## src/rtl/seltab_pkg.sv

```systemverilog
package seltab_pkg;
  typedef enum logic {TBL_GLOBAL = 1'b0, TBL_LOCAL = 1'b1} tbl_e;

  localparam logic [2:0] SYS_CALL_GATE = 3'd4;
  localparam logic [2:0] SYS_TASK_GATE = 3'd5;
  localparam logic [2:0] SYS_INTR_GATE = 3'd6;
  localparam logic [2:0] SYS_TRAP_GATE = 3'd7;

  localparam logic [7:0] FAULT_GP = 8'd13;
endpackage

```

## src/rtl/seltab_regs.sv

```systemverilog
module seltab_regs #(
  parameter int ADDR_W = 24,
  parameter int LIM_W  = 16,
  parameter int NTBL   = 2
) (
  input  logic              clk,
  input  logic              rst,
  input  logic              wr_en,
  input  logic              wr_idx,
  input  logic [ADDR_W-1:0] wr_base,
  input  logic [LIM_W-1:0]  wr_limit,
  input  logic              rd_idx,
  output logic [ADDR_W-1:0] rd_base,
  output logic [LIM_W-1:0]  rd_limit
);
  logic [ADDR_W-1:0] base_q  [NTBL];
  logic [LIM_W-1:0]  limit_q [NTBL];

  for (genvar t = 0; t < NTBL; t++) begin : g_tbl
    always_ff @(posedge clk) begin
      if (rst) begin
        base_q[t]  <= '0;
        limit_q[t] <= '0;
      end else if (wr_en && (int'(wr_idx) == t)) begin
        base_q[t]  <= wr_base;
        limit_q[t] <= wr_limit;
      end
    end
  end

  assign rd_base  = base_q[rd_idx];
  assign rd_limit = limit_q[rd_idx];
endmodule

```

## src/rtl/seltab_addr.sv

```systemverilog
module seltab_addr #(
  parameter int ADDR_W = 24,
  parameter int LIM_W  = 16,
  parameter int SEL_W  = 16,
  parameter int ESHIFT = 3
) (
  input  logic [SEL_W-1:0]  sel,
  input  logic [ADDR_W-1:0] base,
  input  logic [LIM_W-1:0]  limit,
  output logic [ADDR_W-1:0] addr,
  output logic              over
);
  localparam int IDX_W = SEL_W - ESHIFT;
  localparam int CW    = ((SEL_W > LIM_W) ? SEL_W : LIM_W) + 1;

  logic [IDX_W-1:0] index;
  logic [SEL_W-1:0] offs;
  logic [CW-1:0]    last;

  assign index = sel[SEL_W-1:ESHIFT];
  assign offs  = {index, {ESHIFT{1'b0}}};
  assign last  = CW'(offs) + CW'((1 << ESHIFT) - 1);
  assign over  = last > CW'(limit);
  assign addr  = base + ADDR_W'(offs);
endmodule

```

## src/rtl/seltab_typechk.sv

```systemverilog
module seltab_typechk
  import seltab_pkg::*;
(
  input  logic       tbl,
  input  logic       dseg,
  input  logic [2:0] dtype,
  output logic       bad
);
  always_comb begin
    if (dseg) begin
      bad = 1'b0;
    end else if (tbl == TBL_GLOBAL) begin
      bad = (dtype == SYS_INTR_GATE) || (dtype == SYS_TRAP_GATE);
    end else begin
      bad = !((dtype == SYS_CALL_GATE) || (dtype == SYS_TASK_GATE));
    end
  end
endmodule

```

## src/rtl/seltab_xlate.sv

```systemverilog
module seltab_xlate
  import seltab_pkg::*;
#(
  parameter int ADDR_W = 24,
  parameter int LIM_W  = 16,
  parameter int SEL_W  = 16,
  parameter int TI_BIT = 2
) (
  input  logic              clk,
  input  logic              rst,
  input  logic              cfg_we,
  input  logic              cfg_tbl,
  input  logic [ADDR_W-1:0] cfg_base,
  input  logic [LIM_W-1:0]  cfg_limit,
  input  logic              req_valid,
  input  logic [SEL_W-1:0]  req_sel,
  input  logic              req_chk,
  input  logic              req_dseg,
  input  logic [2:0]        req_dtype,
  output logic              rsp_valid,
  output logic [ADDR_W-1:0] rsp_addr,
  output logic              rsp_fault,
  output logic [7:0]        rsp_fault_no,
  output logic [1:0]        rsp_rpl
);
  localparam int ESHIFT = TI_BIT + 1;

  logic              tbl;
  logic [ADDR_W-1:0] base;
  logic [LIM_W-1:0]  limit;
  logic [ADDR_W-1:0] addr_c;
  logic              over_c;
  logic              type_bad;
  logic              fault_c;

  assign tbl = req_sel[TI_BIT];

  seltab_regs #(.ADDR_W(ADDR_W), .LIM_W(LIM_W), .NTBL(2)) u_regs (
    .clk      (clk),
    .rst      (rst),
    .wr_en    (cfg_we),
    .wr_idx   (cfg_tbl),
    .wr_base  (cfg_base),
    .wr_limit (cfg_limit),
    .rd_idx   (tbl),
    .rd_base  (base),
    .rd_limit (limit)
  );

  seltab_addr #(.ADDR_W(ADDR_W), .LIM_W(LIM_W), .SEL_W(SEL_W), .ESHIFT(ESHIFT)) u_addr (
    .sel   (req_sel),
    .base  (base),
    .limit (limit),
    .addr  (addr_c),
    .over  (over_c)
  );

  seltab_typechk u_type (
    .tbl   (tbl),
    .dseg  (req_dseg),
    .dtype (req_dtype),
    .bad   (type_bad)
  );

  assign fault_c = over_c || (req_chk && type_bad);

  always_ff @(posedge clk) begin
    if (rst) begin
      rsp_valid    <= 1'b0;
      rsp_fault    <= 1'b0;
      rsp_fault_no <= '0;
      rsp_addr     <= '0;
      rsp_rpl      <= '0;
    end else begin
      rsp_valid <= req_valid;
      rsp_fault <= req_valid && fault_c;
      if (req_valid) begin
        rsp_addr     <= addr_c;
        rsp_rpl      <= req_sel[1:0];
        rsp_fault_no <= fault_c ? FAULT_GP : 8'd0;
      end
    end
  end
endmodule

```

## config.mk

```make
export PLATFORM = sky130hd
export DESIGN_NAME = seltab_xlate
export DESIGN_NICKNAME = d
export VERILOG_FILES = /design/src/rtl/seltab_pkg.sv /design/src/rtl/seltab_regs.sv /design/src/rtl/seltab_addr.sv /design/src/rtl/seltab_typechk.sv /design/src/rtl/seltab_xlate.sv
export SDC_FILE = /design/constraint.sdc
export NUM_CORES = 1
export LEC_CHECK = 0
export ABC_AREA = 1
export BUFFER_PORTS_ARGS = -buffer_cell sky130_fd_sc_hd__buf_2
export CORE_UTILIZATION = 30
export CTS_CLUSTER_SIZE = 30
export DETAILED_ROUTE_END_ITERATION = 10
export GPL_ROUTABILITY_DRIVEN = 0
export PLACE_DENSITY = 0.56
export SETUP_SLACK_MARGIN = 0.15
export SLEW_MARGIN = 20
export SYNTH_ARGS = -nofsm -noshare
export SYNTH_HDL_FRONTEND = slang
export SYNTH_SLANG_ARGS = --single-unit
```

## constraint.sdc

```tcl
create_clock -name clk -period 4.5 [get_ports clk]
set_input_delay 0.675 -clock clk [delete_from_list [all_inputs] [get_ports clk]]
set_output_delay 0.675 -clock clk [all_outputs]
set_load 0.1 [all_outputs]
```

After elaboration in Yosys (flattened, before gate mapping)
Memories as Yosys holds them, arrays and structs flattened. Index checks and enable logic that the tools add are counted.

Register bits: 36. RAM bits: 80. Bits of input ports: 66. Output and inout port bits: 36. Logic and storage cells: 42. Memories: 2.

Add/sub/neg operators: 2. Magnitude comparators: 1. Eq/ne operators: 4. Multiplexer cells: 15. Bitwise gates (word level): 5. Reductions and logical operators: 8.

Memories: u_regs.base_q (words 2, bits a word 24, read ports 1, clocked after memory_dff 0, write ports 2, line seltab_regs.sv:16) `logic [ADDR_W-1:0] base_q [NTBL];`; u_regs.limit_q (words 2, bits a word 16, read ports 1, clocked after memory_dff 0, write ports 2, line seltab_regs.sv:17) `logic [LIM_W-1:0] limit_q [NTBL];`.

Operators with widths (number): two-way mux 24 bit (2); two-way mux 16 bit (2); adder 24 x 16 -> 24 bit (1); adder 16 x 3 -> 17 bit, second input constant (1); greater-than comparator 17 x 16 -> 1 bit (1); == test 3 bit, second input constant (4); two-way mux 1 bit (10); logical AND 1 bit (4); two-way mux 4 bit (1); OR 1 bit (4); logical OR 1 bit (3); logical NOT 1 bit (1); inverter 1 bit (1).

Longest topological paths before layout
Gate-level depths: netlist of run 1.

Depth in word-level cells: 8. Depth in mapped cells: 19. Depth with buffers taken out: 17.

By module
A second synthesis of run 1 with hierarchy kept.

Cells, all modules: 771. Area total of the unflattened synthesis: 6302.3 µm².

Modules (own cells, without submodules): seltab_regs (instances 1, cells an instance 344, area an instance 3652.3 µm², seq. area each 2402.3 µm²); seltab_addr (instances 1, cells an instance 289, area an instance 1545.2 µm², seq. area each 0.0 µm²); seltab_xlate (instances 1, cells an instance 132, area an instance 1082.3 µm², seq. area each 580.6 µm²); seltab_typechk (instances 1, cells an instance 6, area an instance 22.5 µm², seq. area each 0.0 µm²).

Worst setup path after synthesis of run 1
No wires, ideal clock.

Path type: in2reg. Start point: in cfg_tbl. End point: mem u_regs.base_q[1][0], enable pin. Library setup time: 0.493 ns. Arrival time: 3.559 ns. Data required time: 4.007 ns. Path slack: 0.448 ns. Stages on the path: 2. Buffers on the path: 0. Cells stage by stage: inv_1 -> o21ai_0.

RTL lines: start: declaration (line seltab_xlate.sv:12) `input logic cfg_tbl,`; end: declaration (line seltab_regs.sv:16).

Worst setup path after layout of run 1
Start point: in req_sel[2]. End point: reg rsp_addr[23].

Longest elaborated chain between the ends: 2.

RTL lines: start: declaration (line seltab_xlate.sv:16) `input logic [SEL_W-1:0] req_sel,`; memory read (2 x 24 bit); adder 24 x 16 -> 24 bit (line seltab_addr.sv:24) `assign addr = base + ADDR_W'(offs);`; end signal: assignment (line seltab_xlate.sv:78) `rsp_addr <= addr_c;`; end: declaration (line seltab_xlate.sv:21) `output logic [ADDR_W-1:0] rsp_addr,`.

Every way passes these cells. A chain may end at the register's enable or synchronous reset.

==> results of run 1 <==
## cell type report
class	instances	share of cell area, %
multi-input cells	462	33.6
inverters	107	5.86
clock inverters	7	1.30
flip-flops and latches	109	43.5
clock buffers	9	3.28
well taps	260	4.74
repair buffers	102	7.70
## worst max-delay path, cell delays in order
cell and delay, ps:
buf_2 470, inv_2 410, nand2_1 140, nand2_1 60
ha_1 210, fa_1 430, nand2_1 90, nand2_1 70
nand3_1 130, nand2_1 90, nand3_1 90, nand2_1 90
nand3_1 80, nand3_1 100, nand2_1 80, inv_1 30
## worst min path at each step
stage                         from            to  slack (ps)
2_1_floorplan  u_regs.base_q[1][0]   rsp_addr[0]         490
6_report              rsp_addr[12]  rsp_addr[12]         470
3_5_place_dp          rsp_addr[12]  rsp_addr[12]         460
5_1_grt               rsp_addr[12]  rsp_addr[12]         520
3_3_place_gp          rsp_addr[12]  rsp_addr[12]         460
4_1_cts               rsp_addr[12]  rsp_addr[12]         470
## state kept, by name (all words and copies together), names as in the netlist
signal / flops
rsp_fault_no: 1
rsp_valid: 1
rsp_fault: 1
rsp_rpl: 2
u_regs.limit_q: 32
rsp_addr: 24
u_regs.base_q: 48
## kinds of logic (layout without fill, tap and decap cells)
group,Yosys count,in the layout
compound gates,54,54
xor+xnor,10,10
fa+ha+maj,27,27
buf+inv,136,225
flops,109,109
mux,12,12
other cells,1,5
simple gates,354,354
## routing by layer
metal	up-vias	share of wire, %
met3	10	3.9
met4	0	0.93
met5	-	0
li1	2376	-
met1	2003	50
met2	94	46
## per-stage QoR
step                hold WS [ps]  instances  util [%]  total power [mW]  setup WS (ps)
floorplan                    489        707         -              1.70            448
global placement             458       1040      34.7              1.84           1130
detailed placement           461       1040      34.7              1.84           1100
CTS                          475       1056      36.4              2.69           1500
global route                 516       1056      36.4              2.80           1150
finish                       472       1056      36.4              2.66           1480
## cell usage in the layout (no fill, tap or decap), drive strengths merged, types with 12 or more instances in the layout
cell,instances
dfxtp,29
o21ai,31
buf,102
edfxtp,80
mux2i,12
nor2,148
inv,110
nand3,34
nand2,159
a21oi,19
ha,26
## power by group through the flow
stage	clock network [mW]	registers [mW]	logic, mW
floorplan	0	1.40	0.308
global placement	0	1.21	0.629
detailed placement	0	1.21	0.630
CTS	0.866	1.19	0.632
global route	0.902	1.20	0.693
finish	0.844	1.19	0.627
==> impl_results.md, run 1 <==
- Status: finished clean
- Logic pwr share: 23.5%
- Largest net degree at the start of global routing: 41
- Die footprint: 19900 µm²
- DRC errors left: 0
- Worst Setup Start Kind: input port
- Routing usage on met2: 25.2%
- Clk pwr share: 31.7%
- Row cnt: 50
- Area fraction of the dominant cell type after synthesis: 41.5%
- Layout cells sized above 1: 16.6%
- Fin area: 6860 µm²
- Multi-input logic area: 2300 µm²
- Gr usage total: 14.7%
- Final TNS setup: 0 ps
- Compound-Gate Fraction of Synth Area: 4.92%
- Cts bufs inserted: 9
- Register area share after synthesis: 51.5%
- Seq. cell area: 2980 µm²
- VDD IR max: 0.190 mV
- Hpwl dp: 9.60 mm
- Critical register-to-register path startpoint: u_regs.base_q[0][3]
- Critical Path Fanout Max: 28
- TritonCTS clock tree: built
- IO Port Bufs: 95
- Global-route wire length before repair: 21.9 mm
- Nets: 884
- Final period utilization: 67.1%
- Arr. time, crit path: 3280 ps
- Critical path required time: 4760 ps
- # IOs: 102
- Iter 0 DRT Violations: 264
- CP Launch Point: req_sel[2]
- Reg power frac: 44.7%
- Post-synthesis mux area share: 2.07%
- Type of the worst setup path: input port to register
- CTS clock-pin slew for the worst setup and hold paths: 70 ps
- Count leader, synth: nand2_1
- Worst setup path endpoint: rsp_addr[23]
- Die Y: 141 µm
- Cell taking the most area after synthesis: edfxtp_1
- Post_cts resized: 0
- Met1 Use GR: 18.4%
- Syn Area/Cell: 8.24 µm²
- Largest family of logic cells by synthesized area: simple AND/OR/NAND/NOR gates
- Initial antenna violation count: 0
- Post-synth cell types: 35
- Int Pwr: 1.76 mW
- WHS Path Cells: 2
- WL final: 13.5 mm
- GR Overflow Total: 0
- Switch Pwr: 0.896 mW
- Sink Count: 109
- Worst skew pair latency: 360 ps
- Top_reg_cell synth: edfxtp_1
- Fill cell count: 1955
- Vias/cell: 4.25
- Seq cells post-synth: 109
- Die X: 141 µm
- Crit end category: register
- Leak: 3.44 nW
- Setup violations, final: 0
- Maximum clock rate: 0.331 GHz
- Synth warn: 0
- CORE AREA: 18800 µm²
- Power per cell area: 388 nW/µm²
- Syn Inst Count: 703
- HP Class: register to register
- EDFF count, synth: 80
- Simple-gate share of the synthesized area: 24.6%
- R2r setup slk: 2410 ps
- Post-route ant nets: 0
- RR Endpoint: rsp_addr[23]
- # Post-CTS Setup Buffers: 0
- Sw Ratio: 33.7%
- Unrepaired setup endpoints after global routing: false
- Adder-Cell Fraction of Synth Area: 5.96%
- Pre-Repair DR Iteration Count: 4
- Xor/xnor share of the synthesized area: 1.51%
- Syn-to-layout area delta: 18.3%
- Number of global-route vias before repair: 4298
- Clock Root Buffer: clkbuf_16
- Met3 usage: 3.70%
- Final hold vios: 0
- Async set-or-reset flop fraction in the synthesized netlist: 0%
- H-tree level count: 3
- Tmin final: 3020 ps
- Commonest cells post-synth: nand2_1 (155), nor2_1 (146), inv_1 (104)
- Placed cell area: 6540 µm²
- Most heavily used metal layer in global routing: met2
- Rel. slew slack: 51.7%
- R2R depth: 14
- Max-cap viol count: 0
- Clk buf depth: 2
- Top cells by area, synth: edfxtp_1 (41%), nand2_1 (10%), dfxtp_1 (10%), nor2_1 (9.5%), inv_1 (6.7%)
- Worst Tran Pin Value: 724 ps
- Hold-fix buffer count after cts: 0
- Syn Std Cell Area: 5800 µm²
- Worst Skew: 5.99 ps
- DR vias: 4483
- Final Max Tran Viols: 0
- Starting density of the core: 30.8%
- Antenna diodes: 0
- Wire length per cell: 12.8 µm
No activity file was read; power rests on OpenSTA's default activity.
==> run 2, diff against run 1 <==
clock period = 2.8 ns   (was 4.5 ns; I/O delays follow)
==> run 2 against run 1 <==
  * First-iteration DRC count fell by 19%
  * Hold slack got worse by 180 ps
  * Via count rose by 0.83%
  * Clock power rose by 39%
  * Critical path depth fell by 3
  * Total power rose by 54%
  * Critical path type unchanged
  * Largest cell class unchanged
==> impl_results.md, run 2 (synthesis gave the netlist of run 1 again) <==
- Arr. time, crit path: 2370 ps (-910 ps)
- # Post-CTS Setup Buffers: 0 (unchanged)
- RR Endpoint: rsp_addr[23]
- Gr usage total: 14.3% (-0.38 points)
- WL met3: 461 µm (-12%)
- Syn-to-layout area delta: 18.7%
- WL final: 13.4 mm (-0.58%)
- R2R depth: 14 (unchanged)
- Placed cells: 1044 (+0.38%)
- Row cnt: 50 (unchanged)
- DR top layer: met4
- Hpwl dp: 9.95 mm (+3.7%)
- Setup WS pre-CTS: 301 ps (-804 ps)
- Multi-input logic area: 2300 µm² (unchanged)
- Hold-fix buffer count after cts: 0 (unchanged)
- Non-filler instance count after layout: 1060 (+0.38%)
- Largest net degree at the start of global routing: 41 (unchanged)
- Leak: 3.45 nW (+0.38%)
- H-tree level count: 3 (unchanged)
- Antenna diodes: 0 (unchanged)
- DR vias: 4520 (+0.83%)
- Global-route wire length before repair: 21.5 mm (-2.0%)
- Worst Skew: 11.2 ps (+5.24 ps)
- Type of the worst setup path: input port to register
- Die Y: 141 µm (unchanged)
- Vias/cell: 4.26 (+0.44%)
- Core Util, Final: 36.5% (+0.13 points)
- Cts bufs inserted: 9 (unchanged)
- Most frequent cells in the layout: nand2_1 (155), nor2_1 (146), inv_1 (104)
- IO Port Bufs: 95 (unchanged)
- TritonCTS clock tree: built
- Critical register-to-register path startpoint: u_regs.base_q[1][3]
- Die X: 141 µm (unchanged)
- Final hold vios: 0 (unchanged)
- Nets: 888 (+0.45%)
- Critical path required time: 3060 ps (-1700 ps)
- Final TNS setup: 0 ps (unchanged)
- Met1 WL: 6.42 mm (-4.1%)
- Rel. slew slack: 49.2% (-2.4 points)
- VDD IR max: 0.315 mV (+66%)
- Initial antenna violation count: 0 (unchanged)
- Maximum clock rate: 0.473 GHz
- CP Launch Point: req_sel[2]
- Clk buf depth: 2 (unchanged)
- Worst Setup Start Kind: input port
- GR Overflow Total: 0 (unchanged)
- Die footprint: 19900 µm² (unchanged)
- CTS clock-pin slew for the worst setup and hold paths: 80 ps (about the same)
- Clock Root Buffer: clkbuf_16
- Wire length per cell: 12.7 µm (-0.95%)
- Iter 0 DRT Violations: 214 (-19%)
- Starting density of the core: 30.8% (unchanged)
- Sink Count: 109 (unchanged)
- Commonest non-fill, non-tap cell in the layout: nand2_1
- Final Max Tran Viols: 0 (unchanged)
- Worst Tran Pin Value: 761 ps (+36.3 ps)
- Unrepaired setup endpoints after global routing: false
- Fin area: 6880 µm² (+0.36%)
- Hold Startpoint: req_sel[1]
- DRC errors left: 0 (unchanged)
- Fin worst setup slack: 687 ps (-796 ps)
- Pre-Repair DR Iteration Count: 4 (unchanged)
- Placed cell area: 6620 µm² (+1.2%)
- Layout cells sized above 1: 16.5% (-0.083 points)
- Largest register by flop count: u_regs.base_q
- Seq. cell area: 2980 µm² (unchanged)
- Max FFs per register: 48 (unchanged)
- Status: finished clean
- R2r setup slk: 710 ps (-1700 ps)
- Power per cell area: 595 nW/µm² (+53%)
- Largest registers: u_regs.base_q: 48 flops, u_regs.limit_q: 32 flops, rsp_addr: 24 flops
- Setup violations, final: 0 (unchanged)
- Worst skew pair latency: 360 ps (about the same)
- CORE AREA: 18800 µm² (unchanged)
- WHS Path Cells: 3 (+1)
- Tmin final: 2110 ps
- Critical Path Fanout Max: 28 (unchanged)
- Crit end category: register
- Met2 WL: 6.28 mm (+2.2%)
- Number of global-route vias before repair: 4312 (+0.33%)
- Final period utilization: 75.5%
- Max-cap viol count: 0 (unchanged)
- Post_cts resized: 0 (unchanged)
- Post-route ant nets: 0 (unchanged)
- # IOs: 102 (unchanged)
- HP Class: input port to register
- Worst-case hold path end point: rsp_rpl[1]
- Fill cell count: 1974 (+0.97%)
[run 2: worst max path at each step]
| stage | endpoint | slack [ps] |
|---|---|---|
| 3_5_place_dp | rsp_fault_no[2] | 300 |
| 4_1_cts | rsp_fault_no[2] | 680 |
| 2_1_floorplan | rsp_addr[19] | 360 |
| 5_1_grt | rsp_addr[23] | 480 |
| 6_report | rsp_fault_no[2] | 690 |
| 3_3_place_gp | rsp_fault_no[2] | 310 |
[run 2: worst max-delay path, stage by stage]
cell     delay [ps]
buf_2           120
buf_12          190
buf_4           270
mux2i_1         280
ha_1            290
a21oi_1         130
o21ai_0          90
a21oi_1         160
nand3_1          80
nand2_1          70
nand2_1         100
nand2_1         100
nand2_1          50
[run 2: stage by stage]
stage,total power [mW],hold slack (ps)
finish,4.10,288
global route,4.30,297
CTS,4.15,282
detailed placement,2.98,462
global placement,2.97,468
floorplan,2.73,489
[run 2: per-layer routing]
| layer | GRT usage (%) | up-vias |
|---|---|---|
| li1 | - | 2392 |
| met1 | 18.5 | 2035 |
| met2 | 23.6 | 79 |
| met4 | 5.72 | 0 |
| met3 | 2.51 | 14 |
| met5 | 0 | - |
[run 2: final cells by class]
type                            count  area share [%]
Multi-Input combinational cell    462            33.5
Sequential cell                   109            43.3
Timing Repair Buffer              106            8.84
Inverter                          107            5.84
Clock buffer                       10            3.33
Clock inverter                      6           0.436
Tap cell                          260            4.73
[run 2: report_power, final]
part           switching [mW]  internal, mW  leakage [nW]
registers              0.0411          1.87          1.05
logic                   0.756         0.260          2.27
clock network           0.573         0.594         0.129
